--- src/rtl/wp_pkg.sv ---
// Shared definitions for the victim way selector.
// Assumes a 4-bit maximal-length LFSR; widths below derive from it.
package wp_pkg;

    localparam int RND_W  = 4;
    localparam int IDX3_W = 3;
    localparam logic [RND_W-1:0] RND_SEED = 4'hF;

    // One LFSR step: shift left, feed back bit3 ^ bit2 into bit 0.
    function automatic logic [RND_W-1:0] rnd_step(input logic [RND_W-1:0] cur);
        return {cur[RND_W-2:0], cur[RND_W-1] ^ cur[RND_W-2]};
    endfunction

    // Way counts the selector supports.
    function automatic bit ways_legal(input int n);
        return (n == 2) || (n == 3) || (n == 4) || (n == 8);
    endfunction

endpackage

--- src/rtl/wp_rnd_gen.sv ---
// Pseudo-random source for victim choice.
// Holds a 4-bit LFSR that steps only when step_en is high.
// Assumes a synchronous active-low reset that loads the seed.
module wp_rnd_gen
    import wp_pkg::*;
(
    input  logic             clk,
    input  logic             rst_n,
    input  logic             step_en,
    output logic [RND_W-1:0] rnd
);

    // Advance the LFSR once per fill-wait cycle.
    always_ff @(posedge clk) begin
        if (!rst_n)
            rnd <= RND_SEED;
        else if (step_en)
            rnd <= rnd_step(rnd);
    end

    // the LFSR is frozen outside fill-wait.
    p_rnd_hold_r5: assert property (@(posedge clk) disable iff (!rst_n)
        !step_en |=> $stable(rnd));

    // the all-zero lock-up state is never reached.
    p_rnd_nonzero_r5: assert property (@(posedge clk) disable iff (!rst_n)
        rnd != '0);

endmodule

--- src/rtl/wp_valid_hold.sv ---
// Captured per-way valid vector for the set being refilled.
// Loads while the controller is idle and clears on flush.
// Assumes flush takes priority over capture.
module wp_valid_hold #(
    parameter int NWAYS = 4
) (
    input  logic             clk,
    input  logic             rst_n,
    input  logic             capture_en,
    input  logic             flush,
    input  logic [NWAYS-1:0] way_valid,
    output logic [NWAYS-1:0] valid_q
);

    // Capture the tag valid bits; hold them through a refill.
    always_ff @(posedge clk) begin
        if (!rst_n || flush)
            valid_q <= '0;
        else if (capture_en)
            valid_q <= way_valid;
    end

    // a flush leaves the vector empty.
    p_flush_clears_r3: assert property (@(posedge clk) disable iff (!rst_n)
        flush |=> valid_q == '0);

    // without capture or flush the vector is held.
    p_valid_hold_r2: assert property (@(posedge clk) disable iff (!rst_n)
        (!flush && !capture_en) |=> $stable(valid_q));

endmodule

--- src/rtl/wp_victim_map.sv ---
// Combinational victim choice.
// Picks the lowest invalid way. When the set is full, it maps the
// three upper LFSR bits through a table chosen by the way count.
// Assumes NWAYS is 2, 3, 4 or 8; the top rejects other counts.
module wp_victim_map
    import wp_pkg::*;
#(
    parameter int NWAYS = 4
) (
    input  logic [NWAYS-1:0] valid_vec,
    input  logic [RND_W-1:0] rnd,
    output logic [NWAYS-1:0] pick
);

    localparam int IDX_W = (NWAYS > 1) ? $clog2(NWAYS) : 1;

    logic [IDX3_W-1:0] r;
    logic [IDX_W-1:0]  full_idx;
    logic [NWAYS-1:0]  full_pick;

    assign r = rnd[RND_W-1:1];

    generate
        if (NWAYS == 2) begin : g_tab2
            // Table for two ways.
            always_comb begin
                case (r)
                    3'd0, 3'd3, 3'd5, 3'd6: full_idx = 1'b1;
                    default:                full_idx = 1'b0;
                endcase
            end
        end else if (NWAYS == 3) begin : g_tab3
            // Table for three ways.
            always_comb begin
                case (r)
                    3'd0, 3'd1, 3'd2: full_idx = 2'd1;
                    3'd3, 3'd4:       full_idx = 2'd2;
                    default:          full_idx = 2'd0;
                endcase
            end
        end else if (NWAYS == 4) begin : g_tab4
            // Table for four ways: pairs of r rotate through ways 2,3,0,1.
            always_comb full_idx = r[2:1] + 2'd2;
        end else begin : g_tab8
            // Table for eight ways: upper half first, then lower half.
            always_comb full_idx = IDX_W'(r + 3'd4);
        end
    endgenerate

    // Expand the full-set index into one-hot form.
    always_comb full_pick = NWAYS'(1) << full_idx;

    // Lowest empty way wins; otherwise use the table.
    always_comb begin
        pick = full_pick;
        for (int w = NWAYS - 1; w >= 0; w--) begin
            if (!valid_vec[w])
                pick = NWAYS'(1) << w;
        end
    end

    // the choice is always one-hot.
    always_comb begin
        a_pick_onehot_r7: assert ($countones(pick) == 1 || $isunknown(valid_vec) || $isunknown(rnd));
    end

endmodule

--- src/rtl/victim_way_pick.sv ---
// Refill victim way selector (top).
// Registers the captured valid vector, steps an LFSR during fill-wait,
// and registers a one-hot way choice on each fill-wait edge.
// Assumes capture_en and fill_wait are not high in the same cycle.
module victim_way_pick
    import wp_pkg::*;
#(
    parameter int NWAYS = 4
) (
    input  logic             clk,
    input  logic             rst_n,
    input  logic             capture_en,
    input  logic [NWAYS-1:0] way_valid,
    input  logic             fill_wait,
    input  logic             flush,
    output logic [NWAYS-1:0] way_sel
);

    localparam logic [NWAYS-1:0] WAY0 = NWAYS'(1);

    generate
        if (!ways_legal(NWAYS)) begin : g_bad_ways
            $error("victim_way_pick: NWAYS must be 2, 3, 4 or 8");
        end
    endgenerate

    logic [NWAYS-1:0] valid_q;
    logic [RND_W-1:0] rnd;
    logic [NWAYS-1:0] pick;

    wp_valid_hold #(.NWAYS(NWAYS)) u_valid (
        .clk        (clk),
        .rst_n      (rst_n),
        .capture_en (capture_en),
        .flush      (flush),
        .way_valid  (way_valid),
        .valid_q    (valid_q)
    );

    wp_rnd_gen u_rnd (
        .clk     (clk),
        .rst_n   (rst_n),
        .step_en (fill_wait),
        .rnd     (rnd)
    );

    wp_victim_map #(.NWAYS(NWAYS)) u_map (
        .valid_vec (valid_q),
        .rnd       (rnd),
        .pick      (pick)
    );

    // Register the chosen way during fill-wait.
    always_ff @(posedge clk) begin
        if (!rst_n)
            way_sel <= WAY0;
        else if (fill_wait)
            way_sel <= pick;
    end

    // exactly one way is selected in every cycle.
    p_sel_onehot_r7: assert property (@(posedge clk) disable iff (!rst_n)
        $countones(way_sel) == 1);

    // the selection moves only on fill-wait edges.
    p_sel_hold_r5: assert property (@(posedge clk) disable iff (!rst_n)
        !fill_wait |=> $stable(way_sel));

    // with an empty way present, a filled way is never chosen.
    p_no_skip_invalid_r4: assert property (@(posedge clk) disable iff (!rst_n)
        (fill_wait && !(&valid_q)) |=> (way_sel & $past(valid_q)) == '0);

    // a refill right after a flush targets way 0.
    p_flush_way0_r3: assert property (@(posedge clk) disable iff (!rst_n)
        (flush && !capture_en) |=> (fill_wait |=> way_sel == WAY0));

endmodule

--- config.mk ---
export PLATFORM = sky130hd
export DESIGN_NAME = victim_way_pick
export DESIGN_NICKNAME = d
export VERILOG_FILES = /design/src/rtl/wp_pkg.sv /design/src/rtl/wp_rnd_gen.sv /design/src/rtl/wp_valid_hold.sv /design/src/rtl/wp_victim_map.sv /design/src/rtl/victim_way_pick.sv
export SDC_FILE = /design/constraint.sdc
export NUM_CORES = 1
export LEC_CHECK = 0
export ABC_CLOCK_PERIOD_IN_PS = 1600
export CAP_MARGIN = 0
export CORE_UTILIZATION = 30
export CTS_CLUSTER_SIZE = 28
export DETAILED_ROUTE_END_ITERATION = 7
export PLACE_DENSITY = 0.57
export SYNTH_ARGS = -nofsm -noshare
export SYNTH_HDL_FRONTEND = slang
export SYNTH_SLANG_ARGS = --single-unit
--- constraint.sdc ---
create_clock -name clk -period 1.6 [get_ports clk]
set_clock_uncertainty 0.15 [all_clocks]
set_input_delay 0.32 -clock clk [delete_from_list [all_inputs] [get_ports clk]]
set_output_delay 0.32 -clock clk [all_outputs]
set_load 0.01 [all_outputs]
Word-level counts from Yosys, hierarchy flattened
Index checks and enable logic that the tools add are counted.
W data, S select, Z words.
{"block": "totals", "romBits": 0, "memories": 0, "latchBits": 0, "ram_bits": 0, "output_inout_bits": 4, "register_bits": 12}
{"block": "op_classes", "mux": 4, "reduce_logical": 2, "bitwise": 1, "addsub": 1, "eq_ne": 0, "multipliers": 0, "n_div": 0, "n_lt_le_gt_ge": 0, "n_shift": 1}
{"op": "$mux W4", "count": 4}
{"op": "$shl A1 B2 Y4 const A", "count": 1}
{"op": "$add A2 B2 Y2 const B", "count": 1}
{"op": "$logic_not A1 Y1", "count": 1}
{"op": "$logic_or A1 B1 Y1", "count": 1}
{"op": "$xor A1 B1 Y1", "count": 1}

Longest topological paths before layout
Gate-level depths: netlist of the first run.
{"block": "logic_depth", "ltp_word": 6, "depth_mapped": 4, "depth_no_buf": 4}

Hierarchy
Synthesis of the first run repeated with hierarchy kept, for this count alone.
{"block": "hier_totals", "hier_cells": 52, "area_unflattened_um2": 508.0}
{"module": "wp_rnd_gen", "cells_each": 14, "instances": 1, "seq_area_each_um2": 80.1, "area_each_um2": 148.9}
{"module": "victim_way_pick", "cells_each": 13, "instances": 1, "seq_area_each_um2": 80.1, "area_each_um2": 147.6}
{"module": "wp_valid_hold", "cells_each": 14, "instances": 1, "seq_area_each_um2": 80.1, "area_each_um2": 146.4}
{"module": "wp_victim_map", "cells_each": 11, "instances": 1, "seq_area_each_um2": 0.0, "area_each_um2": 65.1}

Worst setup path after synthesis of the first run
Ideal clock, no wire load.
{"block": "synth_timing", "path_type": "reg-to-reg", "startpoint": "register u_rnd.rnd[2]", "endpoint": "register way_sel[0]", "path_buffers": 0, "setup_ps": 117, "arrival_time_ps": 896, "slack_ps": 437, "period_less_slack_ps": 1163, "stages_incl_launch_ff": 5, "required_time_ps": 1333, "path_cell_list": "dfxtp_1 inv_1 ha_1 and4_1 a2bb2oi_1"}
{"block": "synth_via", "elab_chain_len": 6}
{"element": "start, declared", "line_no": "wp_rnd_gen.sv:10", "rtl": "output logic [RND_W-1:0] rnd"}
{"element": "start signal, assigned", "line_no": "wp_rnd_gen.sv:18", "rtl": "rnd <= rnd_step(rnd);"}
{"element": "$add A2 B2 Y2", "line_no": "wp_victim_map.sv:43", "rtl": "always_comb full_idx = r[2:1] + 2'd2;"}
{"element": "$shl A1 B2 Y4", "line_no": "wp_victim_map.sv:51", "rtl": "always_comb full_pick = NWAYS'(1) << full_idx;"}
{"element": "$mux W4 (4 in series)", "line_no": "wp_victim_map.sv:57", "rtl": "if (!valid_vec[w])"}
{"element": "end signal, assigned", "line_no": "victim_way_pick.sv:58", "rtl": "way_sel <= pick;"}
{"element": "end, declared", "line_no": "victim_way_pick.sv:16", "rtl": "output logic [NWAYS-1:0] way_sel"}
No other way between the ends.
A chain may end at the register's enable or synchronous reset.

Final worst setup path of the first run
{"block": "layout_timing", "startpoint": "register way_sel[2]", "endpoint": "output way_sel[2]"}
No word-level cell between the ends.

==> flow_summary.toml, run 1 <==
[outcome]
outcome = "finished, final reports clean"

[cells_and_area]
drive_gt1_frac = 0.08571
insertedDiodeCount = 0
ff_latch_area_um2 = 240.2
fillCellCount = 185
nNetsFinal = 84
final_cells = 95
layout_common_cells = "12 x dfxtp_1, 8 x clkdlybuf4s50_1, 6 x mux2i_1"
multi_input_area_um2 = 272.8
syn_to_final_growth_pct = 31.05
mostFrequentLayoutCell = "dfxtp_1"

[setup_path]
cp_num_cells = 1
path_delay_family = "flip-flops"
crit_type = "flip-flop to output pin"
rrSetupSlack_ns = 0.33
path_max_fanout = 2
crit_path_end_kind = "output pin"
r2r_start = "u_rnd.rnd[2]"
worstPathRequired_ns = 1.13
start_kind = "flip-flop"
r2r-end = "way_sel[0]"
cpPeakStageDelay_ns = 0.34
critPathSlowestCell = "dfxtp_1"
cp_data_arrival_time_ns = 0.87
cp_cell_sequence = "dlygate4sd2_1"
reg2reg_depth = 4
cp_num_buf_inv = 1

[clock_tree]
ctsHtreeMaxLevel = 1
cts_resized = 4
cts_buffers = 3
cts_setup_buffers = 0
cts_buffer_depth = 2
postCtsHoldBufs = 0
clkSlewWorstSetupHoldPaths_ns = 0.07
clkLatencyLatePin_ns = 0.27
clock_sinks = 12
cts_root_buf = "clkbuf_4"
cts_tree = "done"

[floorplanning]
start_util = 0.3174
fp.dieH_um = 44.74
die_w_um = 44.74
die_area_um2 = 2002
rows = 15
coreArea_um2 = 1727
num_io_pins = 13

[sta]
whs_ns = 0.3321
finalHoldViolations = 0
rsz0062_at_grt = "false"
finalSetupTns_ns = 0
fin_crit_sh = 0.8388
drv_slew = 0
setup_viol = 0
timing.max_slew.rel_slack = 0.7794
fmax_mhz = 745.2
min_period_ns = 1.342
worst_pin_slew_ns = 0.3299

[synth]
yosysSeqAreaShare = 0.4384
synth_top_area_cell = "dfxtp_1"
syn_area_per_cell_um2 = 9.964
ys_top_cells_by_area = "dfxtp_1 44%, mux2i_1 11%, ha_1 9.1%"
netlist_area_um2 = 548.0
synth_edf_count = 0
synth_nets = 68
synthCells = 55
synth-seq-cells = 12
synth_top_flop_cell = "dfxtp_1"
ys_async_sr_fraction = 0
yosys_warnings = 0
synth_top_area_frac = 0.4384
ys_types = 20

[drt]
routedWlPerCell_um = 10.34
drcViolationCount = 0
routed_wl_um = 982
dr_total_vias = 428
drt-pass1-iter-count = 4
drtIter0Drc = 6
via_per_inst = 4.505
postRouteAntennaNets = 0

[place]
gp_congestion = 0.7328
io_buffers = 12
dpl.cell_count = 91
place_hpwl_um = 760.5

[global_routing]
grtUsageMet1 = 0.1225
grt_max_degree = 15
grt_antenna_before_repair = 0
grt_overflow = 0
top_usage_layer = "met2"
grt_first_pass_wirelength_um = 1697
track_usage = 0.1252
grt_use_met3 = 0.07200
grt_use_met2 = 0.2059
grt_pass1_vias = 412

[hold_path]
min_from = "u_rnd.rnd[1]"
hold_path.class = "flip-flop to flip-flop"
min_to = "u_rnd.rnd[2]"
holdPathStages = 2

[power_and_ir_drop]
vdd_drop_max_v = 0.0005300
p_leak_nw = 0.3143
powerDensity_nw_per_um2 = 863.4

[job]
drv_cap = 0
layer usage:
metal | vias up | share of wire
met5 | - | 0
met4 | 0 | 0.023
met3 | 2 | 0.046
met2 | 10 | 0.49
met1 | 192 | 0.44
li1 | 224 | -
worst max path at each step:
stage	start	end
after floorplan	u_rnd.rnd[2]	way_sel[0]
after CTS	way_sel[2]	way_sel[2]
after global placement	rst_n	way_sel[0]
after global routing	way_sel[3]	way_sel[3]
final	way_sel[2]	way_sel[2]
after detailed placement	rst_n	way_sel[0]
kinds of logic (layout without fill, tap and decap cells):
| logic type | count (synthesis) | count (layout) | share of synthesized area |
|---|---|---|---|
| buffers and inverters | 5 | 20 | 0.06392 |
| flip-flops | 12 | 12 | 0.4384 |
| AO/OA/AOI/OAI | 7 | 7 | 0.09361 |
| AND/OR/NAND/NOR | 21 | 21 | 0.2032 |
| multiplexers | 6 | 6 | 0.1096 |
| adder cells (fa/ha/maj) | 4 | 4 | 0.09133 |
state kept, by name, summed over array words and instances, names as in the netlist:
signal	flops
way_sel	4
u_valid.valid_q	4
u_rnd.rnd	4
Yosys cell counts, types with 2 or more instances:
cell	n
buf_6	2
nand3b_1	3
nand2_1	5
nand3_1	3
inv_1	2
dfxtp_1	12
nor2_1	5
mux2i_1	6
o211ai_1	3
ha_1	4
report_power, final:
group | internal (mW) | switching (mW) | leakage [nW]
clock | 0.138 | 0.0982 | 0.0210
sequential | 0.310 | 0.00877 | 0.0980
combinational | 0.0377 | 0.0276 | 0.195
total | 0.485 | 0.135 | 0.314
area by class of cell:
class	count	share of cell area
tap	25	0.04355
clock buffer	4	0.05052
sequential	12	0.3345
multi-input combinational	38	0.3798
inverter	2	0.01045
timing repair buffer	14	0.1812
per-stage QoR:
| stage | total power, mW | setup slack (ns) | cell area [um2] | util |
|---|---|---|---|---|
| after CTS | 0.6321 | 0.2430 | 718.2 | 0.4159 |
| after global placement | 0.3915 | 0.05540 | 686.9 | 0.3978 |
| after floorplan | 0.3629 | 0.4371 | 548.0 | - |
| final | 0.6201 | 0.2580 | 718.2 | 0.4159 |
| after detailed placement | 0.3923 | 0.03778 | 686.9 | 0.3978 |
| after global routing | 0.6634 | 0.2070 | 718.2 | 0.4159 |
(Power assumes the default switching activity.)
==> run 2, diff against run 1 <==
ABC_CLOCK_PERIOD_IN_PS = 1100   (was 1600)
PLACE_DENSITY = 0.59   (was 0.57)
clock period = 1.1 ns   (was 1.6 ns; I/O delays follow)
==> flow_summary.toml, run 2 (synthesis results as in run 1) <==
[drt]
dr_total_vias = 455
routedWlPerCell_um = 11.28
via_per_inst = 4.550
drcViolationCount = 0
drtIter0Drc = 2
routed_wl_um = 1128
drt-pass1-iter-count = 3
postRouteAntennaNets = 0

[cells_and_area]
ff_latch_area_um2 = 252.7
multi_input_area_um2 = 310.3
insertedDiodeCount = 0
drive_gt1_frac = 0.3467
fillCellCount = 164
syn_to_final_growth_pct = 51.60
fin_util = 0.4812
layout_common_cells = "6 x mux2i_1, 6 x buf_4, 6 x dfxtp_1"
nNetsFinal = 90
final_cells = 100
reg_top3 = "u_rnd.rnd (4), u_valid.valid_q (4), way_sel (4)"

[sta]
min_period_ns = 1.084
drv_slew = 0
worst_pin_slew_ns = 0.2427
setup_ws_ns = 0.01609
setup_viol = 0
finalHoldViolations = 0
fin_crit_sh = 0.9854
timing.max_slew.rel_slack = 0.8382
fmax_mhz = 922.6
rsz0062_at_grt = "true"
whs_ns = 0.2268

[floorplanning]
num_io_pins = 13
rows = 15
fp.dieH_um = 44.74
die_w_um = 44.74
die_area_um2 = 2002
coreArea_um2 = 1727
start_util = 0.3174

[setup_path]
crit_type = "flip-flop to flip-flop"
worstPathRequired_ns = 1.15
crit_path_end_kind = "flip-flop"
cp_data_arrival_time_ns = 1.13
path_max_fanout = 3
r2r-end = "way_sel[0]"
rrSetupSlack_ns = 0.02
start_kind = "flip-flop"
reg2reg_depth = 4
r2r_start = "u_rnd.rnd[2]"

[clock_tree]
ctsHtreeMaxLevel = 1
clkSlewWorstSetupHoldPaths_ns = 0.07
cts_buffer_depth = 2
clock_sinks = 12
postCtsHoldBufs = 0
cts_buffers = 3
cts_tree = "done"
clkLatencyLatePin_ns = 0.27
cts_root_buf = "clkbuf_4"

[global_routing]
grt_max_degree = 15
grt_pass1_vias = 447
grt_first_pass_wirelength_um = 1821
grt_use_met3 = 0.02800
top_usage_layer = "met2"
track_usage = 0.1272
grt_antenna_before_repair = 0
grtUsageMet1 = 0.1407
grt_overflow = 0
grt_use_met2 = 0.2147

[hold_path]
min_from = "capture_en"
hold_path.class = "input pin to flip-flop"
holdPathStages = 3
min_to = "u_valid.valid_q[3]"

[place]
dpl_worst_slack_ns = -0.2987
place_hpwl_um = 825.6
dpl.cell_count = 95
gp_congestion = 0.7337
io_buffers = 12

[power_and_ir_drop]
vdd_drop_max_v = 0.0004593
p_leak_nw = 0.3498
powerDensity_nw_per_um2 = 1024
power_mw = 0.8504

[outcome]
outcome = "finished, final reports clean"

[job]
drv_cap = 0
run 2: worst max-delay path, stage by stage, from the launching register on:
cell	delay, ns
dfxtp_4	0.37
inv_4	0.08
ha_4	0.11
and4_1	0.16
a2bb2oi_1	0.14
run 2: worst max-delay path by stage:
stage	start	endpoint	cells past startpoint
final	u_rnd.rnd[2]	way_sel[0]	4
after global routing	u_rnd.rnd[2]	u_rnd.rnd[0]	4
after CTS	u_rnd.rnd[2]	way_sel[0]	4
after detailed placement	rst_n	way_sel[0]	3
after global placement	fill_wait	way_sel[0]	4
after floorplan	u_rnd.rnd[3]	u_rnd.rnd[0]	4
run 2: area by class of cell:
cell class,instances,area share
inverter,2,0.01506
sequential,12,0.3042
multi-input combinational,38,0.3735
timing repair buffer,20,0.2425
tap,25,0.03765
clock buffer,3,0.02711
run 2: power by group:
group	leakage, nW	internal (mW)	switching (mW)	total (mW)
Sequential	0.0991	0.449	0.0177	0.467
Clock	0.0138	0.127	0.134	0.261
Combinational	0.237	0.0729	0.0497	0.123
Total	0.350	0.649	0.202	0.850
run 2: through the flow:
step / setup TNS (ns) / cell area, um2
6_report: 0 / 830.8
5_1_grt: -0.04521 / 830.8
4_1_cts: -0.05728 / 765.7
3_5_place_dp: -3.728 / 730.7
3_3_place_gp: -3.611 / 730.7
2_1_floorplan: 0 / 549.3
run 2: metal layers:
| metal | part of all wire | vias up |
|---|---|---|
| li1 | - | 232 |
| met1 | 0.42 | 211 |
| met2 | 0.54 | 10 |
| met3 | 0.029 | 2 |
| met4 | 0.013 | 0 |
| met5 | 0 | - |
run 2: what timing repair did:
action | CTS | global route
hold endpoints to repair | 0 | 0
setup endpoints to repair | 11 | 10
resized for setup | 25 | 15
pin swaps | 3 | 1
buffers inserted | 2 | 0
==> run 3, diff against run 2 <==
CORE_UTILIZATION = 35   (was 30)
PLACE_DENSITY = 0.66   (was 0.59)
==> flow_summary.toml, run 3 (synthesis results as in run 1) <==
[sta]
setup_ws_ns = -0.003034
worst_pin_slew_ns = 0.2267
setup_viol = 1
fin_crit_sh = 1.003
timing.max_slew.rel_slack = 0.8484
finalHoldViolations = 0
drv_slew = 0
rsz0062_at_grt = "true"
min_period_ns = 1.103
fmax_mhz = 906.6

[cells_and_area]
drive_gt1_frac = 0.3816
final_cells = 91
reg_top3 = "u_rnd.rnd (4), u_valid.valid_q (4), way_sel (4)"
nNetsFinal = 91
postLayoutCellArea_um2 = 812.0
layout_common_cells = "6 x mux2i_1, 6 x clkdlybuf4s50_1, 6 x buf_6, 6 x buf_4, 6 x dfxtp_1"
insertedDiodeCount = 0
syn_to_final_growth_pct = 48.17
fin_util = 0.5873

[clock_tree]
ctsHtreeMaxLevel = 1
clock_sinks = 12
postCtsHoldBufs = 0
cts_root_buf = "clkbuf_4"
clkLatencyLatePin_ns = 0.27
cts_tree = "done"
cts_buffer_depth = 2
clkSlewWorstSetupHoldPaths_ns = 0.07
cts_buffers = 3

[place]
gp_congestion = 0.7810
place_hpwl_um = 779.2
io_buffers = 12
dpl.cell_count = 86
dpl_cell_area_um2 = 713.2

[hold_path]
hold_path.class = "input pin to flip-flop"

[setup_path]
r2r_start = "u_rnd.rnd[2]"
crit_path_end_kind = "flip-flop"
path_max_fanout = 3
crit_type = "flip-flop to flip-flop"
crit_end = "way_sel[0]"
critPathSlowestCell = "dfxtp_4"
reg2reg_depth = 4
start_kind = "flip-flop"
rrSetupSlack_ns = -0.003
critPathLaunch = "u_rnd.rnd[2]"
cpPeakStageDelay_ns = 0.36
worstPathRequired_ns = 1.15
cp_cell_sequence = "inv_4 -> ha_4 -> and4_4 -> a2bb2oi_2"
r2r-end = "way_sel[0]"
cp_data_arrival_time_ns = 1.16

[power_and_ir_drop]
p_int_mw = 0.6490
seqPwrFrac = 0.544
p_leak_nw = 0.3410
pwr-share-comb = 0.145
power_mw = 0.8562
clkPwrFrac = 0.311
p_sw_mw = 0.2072
switching_share = 0.2420
vdd_drop_max_v = 0.0005722
powerDensity_nw_per_um2 = 1054

[global_routing]
grt_max_degree = 8
grt_antenna_before_repair = 0
track_usage = 0.1514
grt_pass1_vias = 458
grt_first_pass_wirelength_um = 1918
grt_overflow = 0

[drt]
routed_wl_um = 1158
dr_total_vias = 461
routedWlPerCell_um = 12.73
drt-pass1-iter-count = 2
via_per_inst = 5.066
drtIter0Drc = 2
postRouteAntennaNets = 0
drcViolationCount = 0

[floorplanning]
die_area_um2 = 1728
rows = 13
die_w_um = 41.57
coreArea_um2 = 1383
num_io_pins = 13
fp.dieH_um = 41.57
start_util = 0.3964

[outcome]
violations = "negative setup slack"
outcome = "complete, but fails checks"

[job]
drv_cap = 0
-- run 3: layout make-up --
class                      instances  area [um2]
fill                             122       570.5
multi-input combinational         38       310.3
sequential                        12       252.7
timing repair buffer              21       195.2
clock buffer                       3       22.52
tap                               15       18.77
inverter                           2       12.51
-- run 3: timing repair --
action | in CTS | in global routing
setup buffers | 1 | 0
resized for setup | 25 | 16
endpoints found under the setup margin | 12 | 9
pin swaps | 2 | 3
cloned | 1 | 0
-- run 3: stage by stage --
step	hold slack, ns	worst slack, ns	TNS, ns
after floorplan	0.2172	0.01234	0
after global placement	0.3035	-0.3042	-3.655
after detailed placement	0.3075	-0.3147	-3.750
after CTS	0.2985	-0.02076	-0.03182
after global routing	0.3254	-0.04671	-0.2002
final	0.3099	-0.003034	-0.003034
-- run 3: layer usage --
| layer | vias to the layer above | global-route usage | routed length (um) |
|---|---|---|---|
| met4 | 0 | 0.09032 | 22 |
| li1 | 236 | - | - |
| met3 | 4 | 0.06957 | 53 |
| met5 | - | 0 | 0 |
| met1 | 212 | 0.1793 | 519 |
| met2 | 9 | 0.2219 | 562 |
-- run 3: power by group through the flow --
| stage | Clock [mW] | Combinational, mW | Sequential [mW] |
|---|---|---|---|
| 2_1_floorplan | 0 | 0.0571 | 0.472 |
| 3_3_place_gp | 0 | 0.108 | 0.473 |
| 3_5_place_dp | 0 | 0.108 | 0.474 |
| 4_1_cts | 0.280 | 0.113 | 0.464 |
| 5_1_grt | 0.311 | 0.135 | 0.468 |
| 6_report | 0.266 | 0.124 | 0.466 |
-- run 3: worst min path at each step --
stage	startpoint	to	depth (start not counted)
2_1_floorplan	way_valid[0]	u_valid.valid_q[0]	2
3_3_place_gp	u_rnd.rnd[0]	u_rnd.rnd[1]	2
4_1_cts	rst_n	way_sel[3]	3
3_5_place_dp	u_rnd.rnd[0]	u_rnd.rnd[1]	2
5_1_grt	rst_n	way_sel[2]	3
6_report	rst_n	way_sel[2]	3
-- run 3: worst max-delay path, delay by kind of cell, from the launching register on --
kind	cells	cell delay (ns)
buf+inv	1	0.08
flops	1	0.36
compound gates	1	0.13
fa+ha+maj	1	0.12
simple gates	1	0.19
